[config.mk]
export PLATFORM = sky130hd
export DESIGN_NAME = vbs_sad_merge_top
export DESIGN_NICKNAME = d
export VERILOG_FILES = /design/src/rtl/vbs_sad_pkg.sv /design/src/rtl/vbs_pair_adder.sv /design/src/rtl/vbs_in_reg.sv /design/src/rtl/vbs_level1.sv /design/src/rtl/vbs_level2.sv /design/src/rtl/vbs_sad_merge_top.sv
export SDC_FILE = /design/constraint.sdc
export NUM_CORES = 1
export LEC_CHECK = 0
export BUFFER_PORTS_ARGS = -buffer_cell sky130_fd_sc_hd__buf_4
export CORE_MARGIN = 5
export CORE_UTILIZATION = 25
export CTS_CLUSTER_DIAMETER = 40
export CTS_CLUSTER_SIZE = 40
export DETAILED_ROUTE_END_ITERATION = 8
export REMOVE_ABC_BUFFERS = 1
export SYNTH_ARGS = -nofsm -noshare
export SYNTH_HDL_FRONTEND = slang
export SYNTH_HIERARCHICAL = 1
export SYNTH_SLANG_ARGS = --single-unit
[constraint.sdc]
create_clock -name clk -period 11.19 [get_ports clk]
set_input_delay 0.5595 -clock clk [delete_from_list [all_inputs] [get_ports clk]]
set_output_delay 0.5595 -clock clk [all_outputs]
set_load 0.01 [all_outputs]
[src/rtl/vbs_sad_pkg.sv]
package vbs_sad_pkg;
  // 4x4 blocks per macroblock side
  localparam int unsigned GRID      = 4;
  localparam int unsigned N_SAD4    = GRID * GRID;
  localparam int unsigned N_HALF    = N_SAD4 / 2;
  localparam int unsigned N_QUAD    = N_SAD4 / 4;
  localparam int unsigned SAD4_W_DF = 12;
endpackage

[src/rtl/vbs_pair_adder.sv]
module vbs_pair_adder #(
  parameter int unsigned IN_W = 12
) (
  input  logic [IN_W-1:0] a,
  input  logic [IN_W-1:0] b,
  output logic [IN_W:0]   s
);
  // one bit of growth per merge level, never wraps
  assign s = {1'b0, a} + {1'b0, b};
endmodule

[src/rtl/vbs_in_reg.sv]
module vbs_in_reg #(
  parameter int unsigned W = 192
) (
  input  logic         clk,
  input  logic         rst_n,
  input  logic         load,
  input  logic [W-1:0] d,
  output logic         vld,
  output logic [W-1:0] q
);
  always_ff @(posedge clk) begin
    if (!rst_n) begin
      vld <= 1'b0;
      q   <= '0;
    end else begin
      vld <= load;
      if (load) q <= d;
    end
  end

  // valid follows load by exactly one edge
  a_r2_valid_delay: assert property (@(posedge clk) disable iff (!rst_n)
    vld == $past(load));
  // stored set changes only on a load
  a_r8_hold_when_idle: assert property (@(posedge clk) disable iff (!rst_n)
    !$past(load) |-> $stable(q));
endmodule

[src/rtl/vbs_level1.sv]
module vbs_level1
  import vbs_sad_pkg::*;
#(
  parameter int unsigned W = SAD4_W_DF
) (
  input  logic [N_SAD4*W-1:0]     s4,
  output logic [N_HALF*(W+1)-1:0] s8x4,
  output logic [N_HALF*(W+1)-1:0] s4x8
);
  localparam int unsigned OW = W + 1;

  for (genvar k = 0; k < N_HALF; k++) begin : g_pair
    // horizontal pair: row k/2, columns 2*(k%2) and +1
    localparam int unsigned HA = (k / 2) * GRID + (k % 2) * 2;
    // vertical pair: rows 2*(k/4) and +1, column k%4
    localparam int unsigned VA = (k / GRID) * 2 * GRID + (k % GRID);

    vbs_pair_adder #(.IN_W(W)) u_h (
      .a(s4[HA*W +: W]), .b(s4[(HA+1)*W +: W]), .s(s8x4[k*OW +: OW]));
    vbs_pair_adder #(.IN_W(W)) u_v (
      .a(s4[VA*W +: W]), .b(s4[(VA+GRID)*W +: W]), .s(s4x8[k*OW +: OW]));
  end
endmodule

[src/rtl/vbs_level2.sv]
module vbs_level2
  import vbs_sad_pkg::*;
#(
  parameter int unsigned W = SAD4_W_DF
) (
  input  logic [N_HALF*(W+1)-1:0] s8x4,
  output logic [N_QUAD*(W+2)-1:0] s8x8,
  output logic [2*(W+3)-1:0]      s16x8,
  output logic [2*(W+3)-1:0]      s8x16,
  output logic [W+3:0]            s16x16
);
  localparam int unsigned W1 = W + 1;
  localparam int unsigned W2 = W + 2;
  localparam int unsigned W3 = W + 3;

  for (genvar q = 0; q < N_QUAD; q++) begin : g_quad
    // 8x4 at rows 2*(q/2), 2*(q/2)+1, half-column q%2
    localparam int unsigned TA = (q / 2) * 4 + (q % 2);
    vbs_pair_adder #(.IN_W(W1)) u_q (
      .a(s8x4[TA*W1 +: W1]), .b(s8x4[(TA+2)*W1 +: W1]), .s(s8x8[q*W2 +: W2]));
  end

  for (genvar h = 0; h < 2; h++) begin : g_half
    vbs_pair_adder #(.IN_W(W2)) u_wide (
      .a(s8x8[(2*h)*W2 +: W2]), .b(s8x8[(2*h+1)*W2 +: W2]),
      .s(s16x8[h*W3 +: W3]));
    vbs_pair_adder #(.IN_W(W2)) u_tall (
      .a(s8x8[h*W2 +: W2]), .b(s8x8[(h+2)*W2 +: W2]),
      .s(s8x16[h*W3 +: W3]));
  end

  vbs_pair_adder #(.IN_W(W3)) u_mb (
    .a(s16x8[0 +: W3]), .b(s16x8[W3 +: W3]), .s(s16x16));
endmodule

[src/rtl/vbs_sad_merge_top.sv]
module vbs_sad_merge_top
  import vbs_sad_pkg::*;
#(
  parameter int unsigned SAD4_W = SAD4_W_DF
) (
  input  logic                         clk,
  input  logic                         rst_n,
  input  logic                         in_valid,
  input  logic [N_SAD4*SAD4_W-1:0]     in_sad4,
  output logic                         out_valid,
  output logic [N_SAD4*SAD4_W-1:0]     out_sad4,
  output logic [N_HALF*(SAD4_W+1)-1:0] out_sad8x4,
  output logic [N_HALF*(SAD4_W+1)-1:0] out_sad4x8,
  output logic [N_QUAD*(SAD4_W+2)-1:0] out_sad8x8,
  output logic [2*(SAD4_W+3)-1:0]      out_sad16x8,
  output logic [2*(SAD4_W+3)-1:0]      out_sad8x16,
  output logic [SAD4_W+3:0]            out_sad16x16
);
  localparam int unsigned IN_BITS = N_SAD4 * SAD4_W;
  localparam int unsigned W1 = SAD4_W + 1;
  localparam int unsigned W2 = SAD4_W + 2;
  localparam int unsigned W3 = SAD4_W + 3;
  localparam int unsigned W4 = SAD4_W + 4;

  vbs_in_reg #(.W(IN_BITS)) u_in (
    .clk(clk), .rst_n(rst_n), .load(in_valid), .d(in_sad4),
    .vld(out_valid), .q(out_sad4));

  vbs_level1 #(.W(SAD4_W)) u_l1 (
    .s4(out_sad4), .s8x4(out_sad8x4), .s4x8(out_sad4x8));

  vbs_level2 #(.W(SAD4_W)) u_l2 (
    .s8x4(out_sad8x4), .s8x8(out_sad8x8), .s16x8(out_sad16x8),
    .s8x16(out_sad8x16), .s16x16(out_sad16x16));

  // Cross-path sums for the checks: 8x8 from column pairs, 16x16 from 8x16 halves
  logic [N_QUAD*W2-1:0] chk_8x8_by_cols;
  logic [W4-1:0]        chk_16x16_by_cols;

  for (genvar q = 0; q < N_QUAD; q++) begin : g_chk
    localparam int unsigned CA = (q / 2) * 4 + (q % 2) * 2;
    vbs_pair_adder #(.IN_W(W1)) u_c (
      .a(out_sad4x8[CA*W1 +: W1]), .b(out_sad4x8[(CA+1)*W1 +: W1]),
      .s(chk_8x8_by_cols[q*W2 +: W2]));
  end
  vbs_pair_adder #(.IN_W(W3)) u_c16 (
    .a(out_sad8x16[0 +: W3]), .b(out_sad8x16[W3 +: W3]), .s(chk_16x16_by_cols));

  // row-pair and column-pair merges agree
  a_r5_8x8_paths: assert property (@(posedge clk) disable iff (!rst_n)
    out_sad8x8 == chk_8x8_by_cols);
  // both ways of halving the macroblock give the same total
  a_r7_16x16_paths: assert property (@(posedge clk) disable iff (!rst_n)
    out_sad16x16 == chk_16x16_by_cols);
  // the whole result set holds while idle
  a_r8_results_hold: assert property (@(posedge clk) disable iff (!rst_n)
    !$past(in_valid) |-> ($stable(out_sad16x16) && $stable(out_sad8x8)));
  // captured 4x4 set reappears one cycle later
  a_r2_capture: assert property (@(posedge clk) disable iff (!rst_n)
    $past(in_valid) |-> (out_valid && out_sad4 == $past(in_sad4)));
endmodule

==> impl_results.md <==
- Result of the run: complete, no violations
- Post-Synthesis Cells: 2735
- Most frequent cells after synthesis: ha_1 (315), nor2b_1 (239), a21oi_1 (210)
- Main flop type after synthesis: dfxtp_1
- Final Hold Viols: 0
- Port Buffers: 727
- Uppermost routed layer: met4
- Die outline area: 0.1003 sq mm
- Maximum vdd drop: 0.6460 mV
- Worst Skew: 0 ns
- Cell count after placement: 4655
- Post-Syn Area per Cell: 8.597 sq um
- Share of the yosys chip area belonging to registers: 0.1643
- Maximum clock rate: 0.1198 GHz
- Clock tree from TritonCTS: built
- Cell type contributing the most total cell area after synthesis: ha_1
- Share of post-route cells with drive strength above 1: 0.2662
- # DRC: 0
- Placed wire-length estimate: 91940 microns
- Clock sink total: 193
- Synthesis-to-finish area growth: 30.45%
- Vias in the first global route: 22550
- Synthesized-area fraction occupied by ao, oa, aoi and oai cells: 0.2313
- Vertical die dimension: 316.7 microns
- Main combinational cell family by area after synthesis: compound AO/OA/AOI/OAI gates
- Element type at the critical path end: primary output
- Crit path required time: 10.63 ns
- Iteration count of the initial detailed-routing pass: 5
- Power Density: 299.0 mW/mm^2
- Met3 Wirelength: 8532 microns
- Element type at the critical path start: flip-flop
- Tcrit/Tclk final: 0.7459
- Flip-flop and latch count after synthesis: 193
- Floorplan die width: 316.7 microns
- Initial standard-cell utilization of the core: 0.2519
- Number of maximum-capacitance violations: 0
- Largest fanout on the critical path: 7
- Max stage delay on crit path: 0.71 ns
- CTS Hold Buffers Added: 0
- Antenna violations before repair: 4
- Final slew viol count: 0
- Final setup TNS: 0 ns
- Post-route ant nets: 0
- Leakage power: 0.01525 uW
- Total Nets Final: 3955
- Fraction of post-synthesis cell area in the top cell type by area: 0.1676
- Setup CP Type: reg -> out
- Wire length of the first global-routing pass: 152100 microns
- Critical Path Slowest Stage Cell: nor4_1
- Area fraction in and, or, nand and nor cells after synthesis: 0.2189
- Final worst hold slack: 0.2823 ns
- Arrival time of data at the critical path endpoint: 7.79 ns
- Post CTS Setup Buffer Count: 0
- Xor-xnor portion of the synthesized cell area: 0.07338
- Count of different cell masters after synthesis: 76
- Area of the mapped netlist: 0.02351 sq mm
- Worst path bufs/invs: 1
- Site Rows: 112
- EDFF count, synth: 0
- Clock buffer count from CTS: 17
- Average via count per standard cell: 5.113
- Tightest Pin Transition: 1.093 ns
- Via total after detailed routing: 23980
- Aggregate global-route resource usage: 0.2021
- Weighted congestion reported at the end of routability-driven placement: 0.9258
- Met2 wire length: 49910 microns
- Cells traversed along the worst timing path: ha_1 -> fa_1 -> a211oi_1 -> o21bai_1 -> a21oi_1 -> xnor2_1 -> ha_1 -> nand3_1 -> a2111oi_4 -> o31a_1 -> nor2_1 -> xnor2_1 -> ha_1 -> nor4b_1 -> a2111oi_0 -> o311ai_0 -> ha_1 -> or2_2 -> and3_1 -> nor4_1 -> buf_4
- Maximum number of pins on one net before global-route repair: 82
- Dominant cell by count in the synthesized netlist: ha_1
- Top-level port count: 728
- Clock slew seen by the registers of the worst setup and hold paths: 0.09 ns
- Post-cts repair resize count: 0
- Routed metal-1 wirelength: 47370 microns
- Setup-failing EPs final: 0
- Library cell appearing most often on the critical path: ha_1
- Post-synthesis async set-or-reset flop share: 0
- Root buffer cell: clkbuf_16
- Yosys warnings: 6
- Minimum clock period after layout: 8.347 ns
- Worst hold path class: in -> reg
- Core Area: 0.09333 sq mm
- Wire length after detailed routing: 107800 microns
- H-tree depth: 4
- Unrepaired setup endpoints after global routing: no
- Detailed Route Iter0 Violations: 1625
- Leftover overflow at the end of global routing: 0
- Post-detailed-route wirelength per cell: 22.99 microns
- Final std cells w/o fill: 4690
- Share of synthesized area spent on multiplexers: 0.08344
- CP top delay family: compound AO/OA/AOI/OAI gates
- Synth top area cells: ha_1 (17%), dfxtp_1 (16%), mux2i_1 (8.3%), nor2b_1 (6.4%), xnor2_1 (5.2%)
- Worst max-slew margin expressed relative to the limit: 0.2688
- Adder-cell share of the synthesized area: 0.1889
- Bufs on Longest Clock Path: 2
- Later-pin clock latency in the skew report: 0.52 ns
sequential cells by signal (all words and copies together), names as in the netlist:
register / flops
u_in/vld: 1
u_in/q: 192
final cells by class:
cell class	count	area [sq um]
fillers	9947	62660
inverters	69	259.0
repair buffers	750	5638
clock inverters	15	187.7
flip-flops and latches	193	3864
well taps	1254	1569
multi-input cells	2389	18720
diodes	3	7.507
clock buffers	17	425.4
report_power, final:
part | leakage [uW] | total (uW) | internal, uW | switching (uW)
combinational | 0.0134 | 7670 | 2960 | 4700
sequential | 0.00159 | 804 | 728 | 75.7
clock | 0.000298 | 702 | 340 | 362
total | 0.0152 | 9170 | 4030 | 5140
layout by cell type (no fill, tap or decap), drive strengths merged, types with 17 or more instances in the layout:
cell and count:
buf 750, ha 315, nor2b 243, a21oi 231
mux2i 196, dfxtp 193, xnor2 140, nor2 135
a21o 127, nand2 120, nand3 103, inv 78
o21ai 76, xor2 57, nand2b 51, or4 48
a2111oi 48, o211ai 42, a31o 32, nor3 32
and4 32, a211oi 30, a31oi 27, nor3b 25
fa 25, o311ai 25, nand4 24, o21bai 21
and3 21, and2 18, or2 18, a21boi 18
clkbuf 17
tightest hold or removal path, cell delays in order:
cell and delay [ns]:
buf_4 0.07, mux2i_1 0.05, nor2b_1 0.09
cells by family (layout without fill, tap and decap cells):
logic type | after synthesis | after routing
buffers and inverters | 153 | 851
other | 0 | 3
XOR/XNOR | 197 | 197
flip-flops | 193 | 193
AO/OA/AOI/OAI | 756 | 756
multiplexers | 196 | 196
AND/OR/NAND/NOR | 900 | 900
adder cells (fa/ha/maj) | 340 | 340
metal layers:
metal,GRT usage,vias up
li1,-,11700
met1,0.2631,11410
met2,0.3328,792
met3,0.05692,75
met4,0.04750,0
met5,0,-
path summary, 6_finish.rpt:
check	depth (start not counted)	to	from	slack, ns
worst min register to register	2	u_in/q[24]$_SDFFE_PN0P_	u_in/q[24]$_SDFFE_PN0P_	0.57
worst max register to register	2	u_in/q[169]$_SDFFE_PN0P_	u_in/q[169]$_SDFFE_PN0P_	10.26
worst min-delay path	3	u_in/q[57]$_SDFFE_PN0P_	in_sad4[57]	0.28
worst max-delay path	21	out_sad16x16[13]	u_in/q[72]$_SDFFE_PN0P_	2.84
stage by stage:
stage                 util  area [sq um]  worst slack (ns)  power [uW]
global placement    0.3220         30050             3.751        8562
CTS                 0.3286         30660             2.962        9305
finish              0.3286         30670             2.843        9172
floorplan                -         22840             4.810        4693
detailed placement  0.3220         30050             3.588        8550
global route        0.3286         30660             2.660        9935
No activity file was read; power rests on OpenSTA's default activity.
